<file path="config.mk">
export PLATFORM = sky130hd
export DESIGN_NAME = addrmap_decoder
export DESIGN_NICKNAME = d
export VERILOG_FILES = /design/src/rtl/addrdec_pkg.sv /design/src/rtl/addrdec_map_reg.sv /design/src/rtl/addrdec_span_sel.sv /design/src/rtl/addrdec_high_dec.sv /design/src/rtl/addrmap_decoder.sv
export SDC_FILE = /design/constraint.sdc
export NUM_CORES = 1
export LEC_CHECK = 0
export ABC_CLOCK_PERIOD_IN_PS = 5460
export BUFFER_PORTS_ARGS = -buffer_cell sky130_fd_sc_hd__buf_2
export CAP_MARGIN = 20
export CORE_MARGIN = 8
export CORE_UTILIZATION = 40
export DETAILED_ROUTE_END_ITERATION = 6
export GPL_TIMING_DRIVEN = 1
export PLACE_DENSITY = 0.84
export RECOVER_POWER = 50
export SYNTH_ARGS = -nofsm -noshare
export SYNTH_HDL_FRONTEND = slang
export SYNTH_SLANG_ARGS = --single-unit
</file>
<file path="constraint.sdc">
create_clock -name clk -period 5.46 [get_ports clk]
set_input_delay 1.092 -clock clk [delete_from_list [all_inputs] [get_ports clk]]
set_output_delay 1.092 -clock clk [all_outputs]
set_load 0.02 [all_outputs]
</file>
<file path="src/rtl/addrdec_pkg.sv">
package addrdec_pkg;

    localparam int ADDR_W    = 32;
    localparam int MAP_W     = 5;
    localparam int IO_SEL_W  = 4;
    localparam int IO_WIN    = 1 << IO_SEL_W;
    localparam int MB_LSB    = 20;
    localparam int WIN_LSB   = MB_LSB - IO_SEL_W;
    localparam int IDX_W     = 3;

    localparam logic [MAP_W-1:0] RESET_MAP = 5'b00101;

    localparam logic [IDX_W-1:0] IDX_SCREEN = 3'b001;
    localparam logic [IDX_W-1:0] IDX_ROM_HI = 3'b100;
    localparam logic [IDX_W-1:0] IDX_IO     = 3'b111;

    localparam logic [ADDR_W-MB_LSB-1:0] MB_ZERO = '0;
    localparam logic [ADDR_W-MB_LSB-1:0] MB_LOW  = 12'h004;

    typedef enum logic [1:0] {
        SPAN_16M  = 2'd0,
        SPAN_32M  = 2'd1,
        SPAN_512M = 2'd2,
        SPAN_4G   = 2'd3
    } span_e;

    typedef struct packed {
        span_e span;
        logic  ovl_zero;
        logic  ovl_low;
    } map_cfg_t;

    typedef enum logic [1:0] {
        REG_RAM  = 2'd0,
        REG_HIGH = 2'd1,
        REG_HOLE = 2'd2
    } region_e;

    function automatic logic [4:0] split_bit(span_e s);
        case (s)
            SPAN_16M:  return 5'd23;
            SPAN_32M:  return 5'd24;
            SPAN_512M: return 5'd28;
            default:   return 5'd31;
        endcase
    endfunction

    function automatic logic [ADDR_W-1:0] select_mask(span_e s);
        case (s)
            SPAN_16M:  return 32'h0080_0000;
            SPAN_32M:  return 32'h0180_0000;
            SPAN_512M: return 32'h1180_0000;
            default:   return 32'h9180_0000;
        endcase
    endfunction

    function automatic span_e span_of(logic [MAP_W-1:0] m, logic sup);
        if (sup || m[2]) return SPAN_16M;
        else if (m[3])   return SPAN_32M;
        else if (m[4])   return SPAN_512M;
        else             return SPAN_4G;
    endfunction

endpackage

</file>
<file path="src/rtl/addrdec_map_reg.sv">
module addrdec_map_reg
    import addrdec_pkg::*;
(
    input  logic             clk,
    input  logic             rst,
    input  logic             wr_en,
    input  logic [MAP_W-1:0] wr_data,
    input  logic             supervisor,
    output logic [MAP_W-1:0] map_q,
    output map_cfg_t         cfg
);

    always_ff @(posedge clk) begin
        if (rst) begin
            map_q <= RESET_MAP;
        end else if (wr_en) begin
            map_q <= wr_data;
        end
    end

    always_comb begin
        cfg.span     = span_of(map_q, supervisor);
        cfg.ovl_zero = map_q[0];
        cfg.ovl_low  = map_q[1];
    end

endmodule

</file>
<file path="src/rtl/addrdec_span_sel.sv">
module addrdec_span_sel
    import addrdec_pkg::*;
(
    input  map_cfg_t          cfg,
    input  logic [ADDR_W-1:0] addr,
    output region_e           region,
    output logic              overlay_hit
);

    logic [4:0]              sb;
    logic [ADDR_W-1:0]       sel_mask;
    logic [ADDR_W-1:0]       below_mask;
    logic [ADDR_W-1:0]       offset;
    logic [ADDR_W-MB_LSB-1:0] mb;
    logic                    split;
    logic                    all_sel;

    always_comb begin
        sb         = split_bit(cfg.span);
        sel_mask   = select_mask(cfg.span);
        below_mask = (32'h1 << sb) - 32'h1;
        offset     = addr & below_mask;
        mb         = offset[ADDR_W-1:MB_LSB];
        split      = addr[sb];
        all_sel    = ((addr & sel_mask) == sel_mask);

        if (!split) begin
            region = REG_RAM;
        end else if (all_sel) begin
            region = REG_HIGH;
        end else begin
            region = REG_HOLE;
        end

        overlay_hit = (cfg.ovl_zero && (mb == MB_ZERO)) ||
                      (cfg.ovl_low  && (mb == MB_LOW));
    end

endmodule

</file>
<file path="src/rtl/addrdec_high_dec.sv">
module addrdec_high_dec
    import addrdec_pkg::*;
(
    input  logic [IDX_W-1:0]    mb_idx,
    input  logic [IO_SEL_W-1:0] win,
    output logic                sel_screen,
    output logic                sel_rom,
    output logic [IO_WIN-1:0]   sel_io,
    output logic                sel_err
);

    logic io_mb;

    always_comb begin
        sel_screen = (mb_idx == IDX_SCREEN);
        sel_rom    = (mb_idx == IDX_ROM_HI);
        io_mb      = (mb_idx == IDX_IO);
        sel_err    = !(sel_screen || sel_rom || io_mb);
    end

    for (genvar i = 0; i < IO_WIN; i++) begin : g_win
        assign sel_io[i] = io_mb && (win == IO_SEL_W'(i));
    end

endmodule

</file>
<file path="src/rtl/addrmap_decoder.sv">
module addrmap_decoder
    import addrdec_pkg::*;
(
    input  logic              clk,
    input  logic              rst,
    input  logic              map_wr_en,
    input  logic [MAP_W-1:0]  map_wr_data,
    input  logic [ADDR_W-1:0] addr,
    input  logic              supervisor,
    output logic              cs_ram,
    output logic              cs_screen,
    output logic              cs_rom,
    output logic [IO_WIN-1:0] cs_io,
    output logic              decode_err
);

    logic [MAP_W-1:0]  map_q;
    map_cfg_t          cfg;
    region_e           region;
    logic              overlay_hit;
    logic              h_screen;
    logic              h_rom;
    logic [IO_WIN-1:0] h_io;
    logic              h_err;

    addrdec_map_reg u_map (
        .clk        (clk),
        .rst        (rst),
        .wr_en      (map_wr_en),
        .wr_data    (map_wr_data),
        .supervisor (supervisor),
        .map_q      (map_q),
        .cfg        (cfg)
    );

    addrdec_span_sel u_span (
        .cfg         (cfg),
        .addr        (addr),
        .region      (region),
        .overlay_hit (overlay_hit)
    );

    addrdec_high_dec u_high (
        .mb_idx     (addr[MB_LSB+IDX_W-1:MB_LSB]),
        .win        (addr[MB_LSB-1:WIN_LSB]),
        .sel_screen (h_screen),
        .sel_rom    (h_rom),
        .sel_io     (h_io),
        .sel_err    (h_err)
    );

    always_comb begin
        cs_ram     = 1'b0;
        cs_screen  = 1'b0;
        cs_rom     = 1'b0;
        cs_io      = '0;
        decode_err = 1'b0;
        case (region)
            REG_RAM: begin
                cs_ram = !overlay_hit;
                cs_rom = overlay_hit;
            end
            REG_HIGH: begin
                cs_screen  = h_screen;
                cs_rom     = h_rom;
                cs_io      = h_io;
                decode_err = h_err;
            end
            default: begin
                decode_err = 1'b1;
            end
        endcase
    end

endmodule

</file>
; ---- Yosys cells after proc, flatten, opt, wreduce, memory -nomap -nowiden
; Cells that the tools add are included.
[classes]
muxes = 14
addsub = 1
eq_ne = 23
n_reduce_logical = 28
order_cmp = 1
bitwise = 2
shift = 1
[op_table]
columns = cell, count
row1 = 32-bit case mux with 3 select lines, 1
row2 = 32-bit bitwise AND, 2
row3 = 32-bit equality test, 1
row4 = 4-bit equality test (second input constant), 8
row5 = 1-bit by 5-bit << shifter with 32-bit output (first input constant), 1
row6 = 32-bit by 1-bit subtractor with 32-bit output (second input constant), 1
row7 = 1-bit logical AND, 18
row8 = 4-bit by 3-bit equality test with 1-bit output (second input constant), 4
row9 = 16-bit two-way mux, 1
row10 = 12-bit by 3-bit equality test with 1-bit output (second input constant), 1
row11 = 12-bit logical NOT, 1
row12 = 4-bit case mux with 3 select lines, 1
row13 = 4-bit by 2-bit equality test with 1-bit output (second input constant), 2
row14 = 2-bit two-way mux, 4
row15 = 3-bit equality test (second input constant), 2
row16 = 5-bit by 6-bit < comparator with 1-bit output (second input constant), 1
row17 = 1-bit binary-select mux with 5-bit select, 1
row18 = 2-bit by 1-bit equality test with 1-bit output (second input constant), 2
row19 = 4-bit by 1-bit equality test with 1-bit output (second input constant), 1
row20 = 2-bit logical NOT, 2
row21 = 4-bit logical NOT, 1
row22 = 1-bit logical OR, 4
row23 = 1-bit two-way mux, 4
row24 = 1-bit case mux with 2 select lines, 2
row25 = 3 further kinds, 4
[totals]
ff_bits = 5
word_cells = 71
in_bits = 41
output_inout_bits = 20

; ---- Depth between registers and ports, before layout
[depth]
depth_word = 13
ltp_mapped = 10
ltp_nobuf = 9

; ---- Hierarchy
; Synthesis repeated with hierarchy kept, for this count alone.
[hier_totals]
cells_unflattened = 115
hier_area_um2 = 957.2
[by_module_without_submodules]
columns = mod, cells_per_inst, n_inst, area_each_um2, seq_area_each_um2
row1 = addrdec_span_sel, 39, 1, 327.8, 0.0
row2 = addrdec_high_dec, 32, 1, 240.2, 0.0
row3 = addrdec_map_reg, 21, 1, 214.0, 100.1
row4 = addrmap_decoder, 23, 1, 175.2, 0.0

; ---- Least setup slack after synthesis
; Ideal clock, no wire load.
[synth_timing]
kind = in2out
startpoint = input port supervisor
endpoint = output port cs_io[12]
t_arrival_ns = 3.303
path_slack_ns = 1.065
path_stages = 7
required_ns = 4.368
cell_sequence = or3_1 ha_1 buf_4 o2111a_1 nor4_4 nand3_1 nor4_1
[synth_via]
elab_chain_cells = 10
word_cells_on_any_way = 15
[synth_lines]
columns = element, line_no
row1 = start: declaration, addrmap_decoder.sv:9  ; input logic supervisor,
row2 = 1-bit logical OR *, addrdec_pkg.sv:58  ; if (sup || m[2]) return SPAN_16M;
row3 = 2-bit two-way mux *, addrdec_pkg.sv:58
row4 = 2-bit equality test (tied with other cells), "addrdec_pkg.sv:40, addrdec_pkg.sv:49"
row5 = 32-bit case mux with 3 select lines, addrdec_pkg.sv:49  ; case (s)
row6 = 32-bit bitwise AND, addrdec_span_sel.sv:25  ; all_sel = ((addr & sel_mask) == sel_mask);
row7 = 32-bit equality test, addrdec_span_sel.sv:25
row8 = 2-bit two-way mux, addrdec_span_sel.sv:29  ; end else if (all_sel) begin
row9 = 2-bit two-way mux *, addrdec_span_sel.sv:27  ; if (!split) begin
row10 = 2-bit by 1-bit equality test with 1-bit output *, addrmap_decoder.sv:58  ; case (region)
row11 = 16-bit two-way mux *, addrmap_decoder.sv:58
row12 = end: declaration, addrmap_decoder.sv:13  ; output logic [IO_WIN-1:0] cs_io,
; Mark *: on every way between the ends. The rest lies on a longest branch, timed or not. The select of a mux whose other input is x is not followed.

; ---- Worst setup path after layout
[layout_timing]
startpoint = input port supervisor
endpoint = output port cs_rom
[layout_via]
elab_chain_cells = 11
word_cells_on_any_way = 24
[layout_lines]
columns = element, line_no
row1 = 1-bit logical OR *, addrdec_pkg.sv:58
row2 = 2-bit two-way mux *, addrdec_pkg.sv:58
row3 = 2-bit equality test (tied with other cells), "addrdec_pkg.sv:40, addrdec_pkg.sv:49"
row4 = 4-bit case mux with 3 select lines, addrdec_pkg.sv:40  ; case (s)
row5 = 1-bit by 5-bit << shifter with 32-bit output, addrdec_span_sel.sv:21  ; below_mask = (32'h1 << sb) - 32'h1;
row6 = 32-bit by 1-bit subtractor with 32-bit output, addrdec_span_sel.sv:21
row7 = 32-bit bitwise AND, addrdec_span_sel.sv:22  ; offset = addr & below_mask;
row8 = 12-bit by 3-bit equality test with 1-bit output or 12-bit logical NOT (tied branches), "addrdec_span_sel.sv:36, addrdec_span_sel.sv:35"
row9 = "1-bit logical AND, on equally long branches", "addrdec_span_sel.sv:36, addrdec_span_sel.sv:35"
row10 = 1-bit logical OR, addrdec_span_sel.sv:35  ; overlay_hit = (cfg.ovl_zero && (mb == MB_ZERO)) ||
row11 = 1-bit case mux with 2 select lines *, addrmap_decoder.sv:58
row12 = end: declaration, addrmap_decoder.sv:12  ; output logic cs_rom,
; Marks and branches as above.

==> impl_metrics.ini <==
[status]
status = complete, no violations

[floorplan]
die_w_um = 58.0
die-area_um2 = 3360
ios = 61
fp.coreArea_um2 = 1690
rows = 15
start_util_pct = 41.7
die_y_um = 58.0

[synthesis]
avgSynthCellArea_um2 = 7.34
ys_async_sr_fraction_pct = 0
ys_seq_area_share_pct = 14.2
netlist_area_um2 = 704
synthesis.instances = 96
ys_seq_elements = 5
yosys_warnings = 0
synth_edf_count = 0
ys.flop_type = dfxtp_1
ys_types = 34
syn_nets = 143

[worst_setup_path]
crit_required_ns = 4.37
r2r_cells = 2
rrSetupSlack_ns = 4.69
cp-end-kind = output pin
r2r_end = u_map.map_q[2]$_SDFFE_PP1P_
critical_path_class = in2out
critPathLaunchType = input port
worst-path-max-fanout = 9
critPathArrivalTime_ns = 3.54
r2r-start = u_map.map_q[2]$_SDFFE_PP1P_

[placement]
io_buffers = 44
place_congestion = 0.810
hpwl_um = 1820

[drt]
final_antenna_net_count = 0
remaining_drc_errors = 0
drt-pass1-iter-count = 3
wl_um = 2160
vias = 866
wire_per_inst_um = 13.8
viasPerCell = 5.52
drt_iter0_drc = 17

[grt]
gr-total-overflow = 0
grt_pass1_wl_um = 3490
grt_antenna_before_repair = 0
grtUsageTotal_pct = 12.7
grt_pass1_vias = 852
grt_max_degree = 10

[clock_network]
post_cts_buffers = 0
htree_num_levels = 1
insertion_delay_ns = 0.24
clockRootBuffer = clkbuf_4
cts_tree = done
cts-resized-gates = 0
clkSlewWorstSetupHoldPaths_ns = 0.04
cts.sinks = 5
cts_buffers = 3
cts_hold_buf = 0
clockBufferDepth = 2

[finish]
drive_above_1_share_pct = 30.7
final_common_cell = buf_2
multi_input_area_um2 = 552
top_register = u_map.map_q
largest_reg_flops = 5
fillers = 180
area_growth_pct = 33.7
nets = 188
layout_common_cells = buf_2 (38), nor2_1 (11), inv_1 (8), nand2_1 (8)
seqCellArea_um2 = 100
reg_top3 = u_map.map_q: 5 flops
antenna_cells = 0

[sta]
finalHoldViolCount = 0
setup_viol_count_final = 0
tightest_slew_ns = 0.826
relSlewSlack_pct = 43.5
rsz0062_at_grt = false
fin_crit_ns = 4.63
fin_worst_skew_ns = 0
fin_crit_sh_pct = 84.8
tns_ns = 0
fmax_ghz = 0.216
report.final.slew_viol_count = 0

[hold_path]
hold_depth = 2
hp-start = u_map.map_q[4]$_SDFFE_PP0P_
hp-class = reg2reg
worstHoldEndpoint = u_map.map_q[4]$_SDFFE_PP0P_

[power_and_ir_drop]
ir_worst_vdd_v = 0.000115
powerDensity_nw_per_um2 = 152
power_mw = 0.143
p_leak_nw = 0.463

[flow_run]
cap_violations = 0
[through the flow]
stage          hold WS [ns]  setup slack [ns]  instance area, um2  instances  util, %
4_1_cts               0.510             0.912                 953        157     56.4
2_1_floorplan         0.460              1.06                 704         96        -
3_5_place_dp          0.501             0.915                 927        153     54.9
5_1_grt               0.543             0.544                 942        157     55.8
3_3_place_gp          0.472              1.09                 927        153     54.9
6_report              0.503             0.828                 942        157     55.8
[cell usage after synthesis, types with 2 or more instances]
library cell  count  area (um2)
a2111oi_1         2        20.0
a211o_1           2        17.5
clkbuf_1          3        11.3
dfxtp_1           5         100
ha_1              6        75.1
inv_1             8        30.0
mux2i_1           4        40.0
nand2_1           7        26.3
nand3_1           3        15.0
nand4_1           3        18.8
nand4b_1          2        17.5
nor2_1           11        41.3
nor2b_1           5        31.3
nor3_1            7        35.0
nor4_1            6        37.5
o2111a_1          2        22.5
o21ai_0           3        15.0
[power breakdown]
part           internal [mW]  total, mW  switching, mW
sequential            0.0390     0.0402        0.00121
clock                 0.0277     0.0433         0.0157
combinational         0.0241     0.0595         0.0354
[area by class of cell]
| type | count | share of cell area, % |
|---|---|---|
| Clock buffer | 4 | 2.79 |
| Inverter | 8 | 3.19 |
| Multi-Input combinational cell | 79 | 58.6 |
| Sequential cell | 5 | 10.6 |
| Tap cell | 17 | 2.26 |
| Timing Repair Buffer | 44 | 22.6 |
[worst max-delay path, stage by stage]
cell,delay (ns)
buf_2,0.10
nor2_1,0.07
o21ai_0,0.16
inv_1,0.17
ha_1,0.34
nor2b_1,0.09
a2111oi_0,0.75
nor4_4,0.14
or2_1,0.27
o22ai_1,0.16
buf_2,0.19
[logic make-up after synthesis]
family          count (synthesis)  share of synthesized area (%)
simple gates                   51                           41.4
fa+ha+maj                       6                           10.7
buf+inv                        12                           6.93
compound gates                 17                           19.9
flops                           5                           14.2
mux                             4                           5.68
xor+xnor                        1                           1.24
[worst max path at each step]
stage                          start   endpoint  cells after the start
after floorplan           supervisor  cs_io[12]                      7
after global placement    supervisor     cs_rom                     11
after detailed placement  supervisor     cs_rom                     11
after CTS                 supervisor     cs_rom                     11
after global routing      supervisor     cs_rom                     11
final                     supervisor     cs_rom                     11
[per-layer routing]
| layer | routed length, um | global-route usage, % | vias up |
|---|---|---|---|
| met5 | 0 | 0 | - |
| met3 | 209 | 4.42 | 3 |
| met4 | 26 | 5.24 | 0 |
| met2 | 987 | 22.8 | 36 |
| met1 | 939 | 13.1 | 378 |
| li1 | - | - | 449 |
Power figures use the tool's default switching activity.
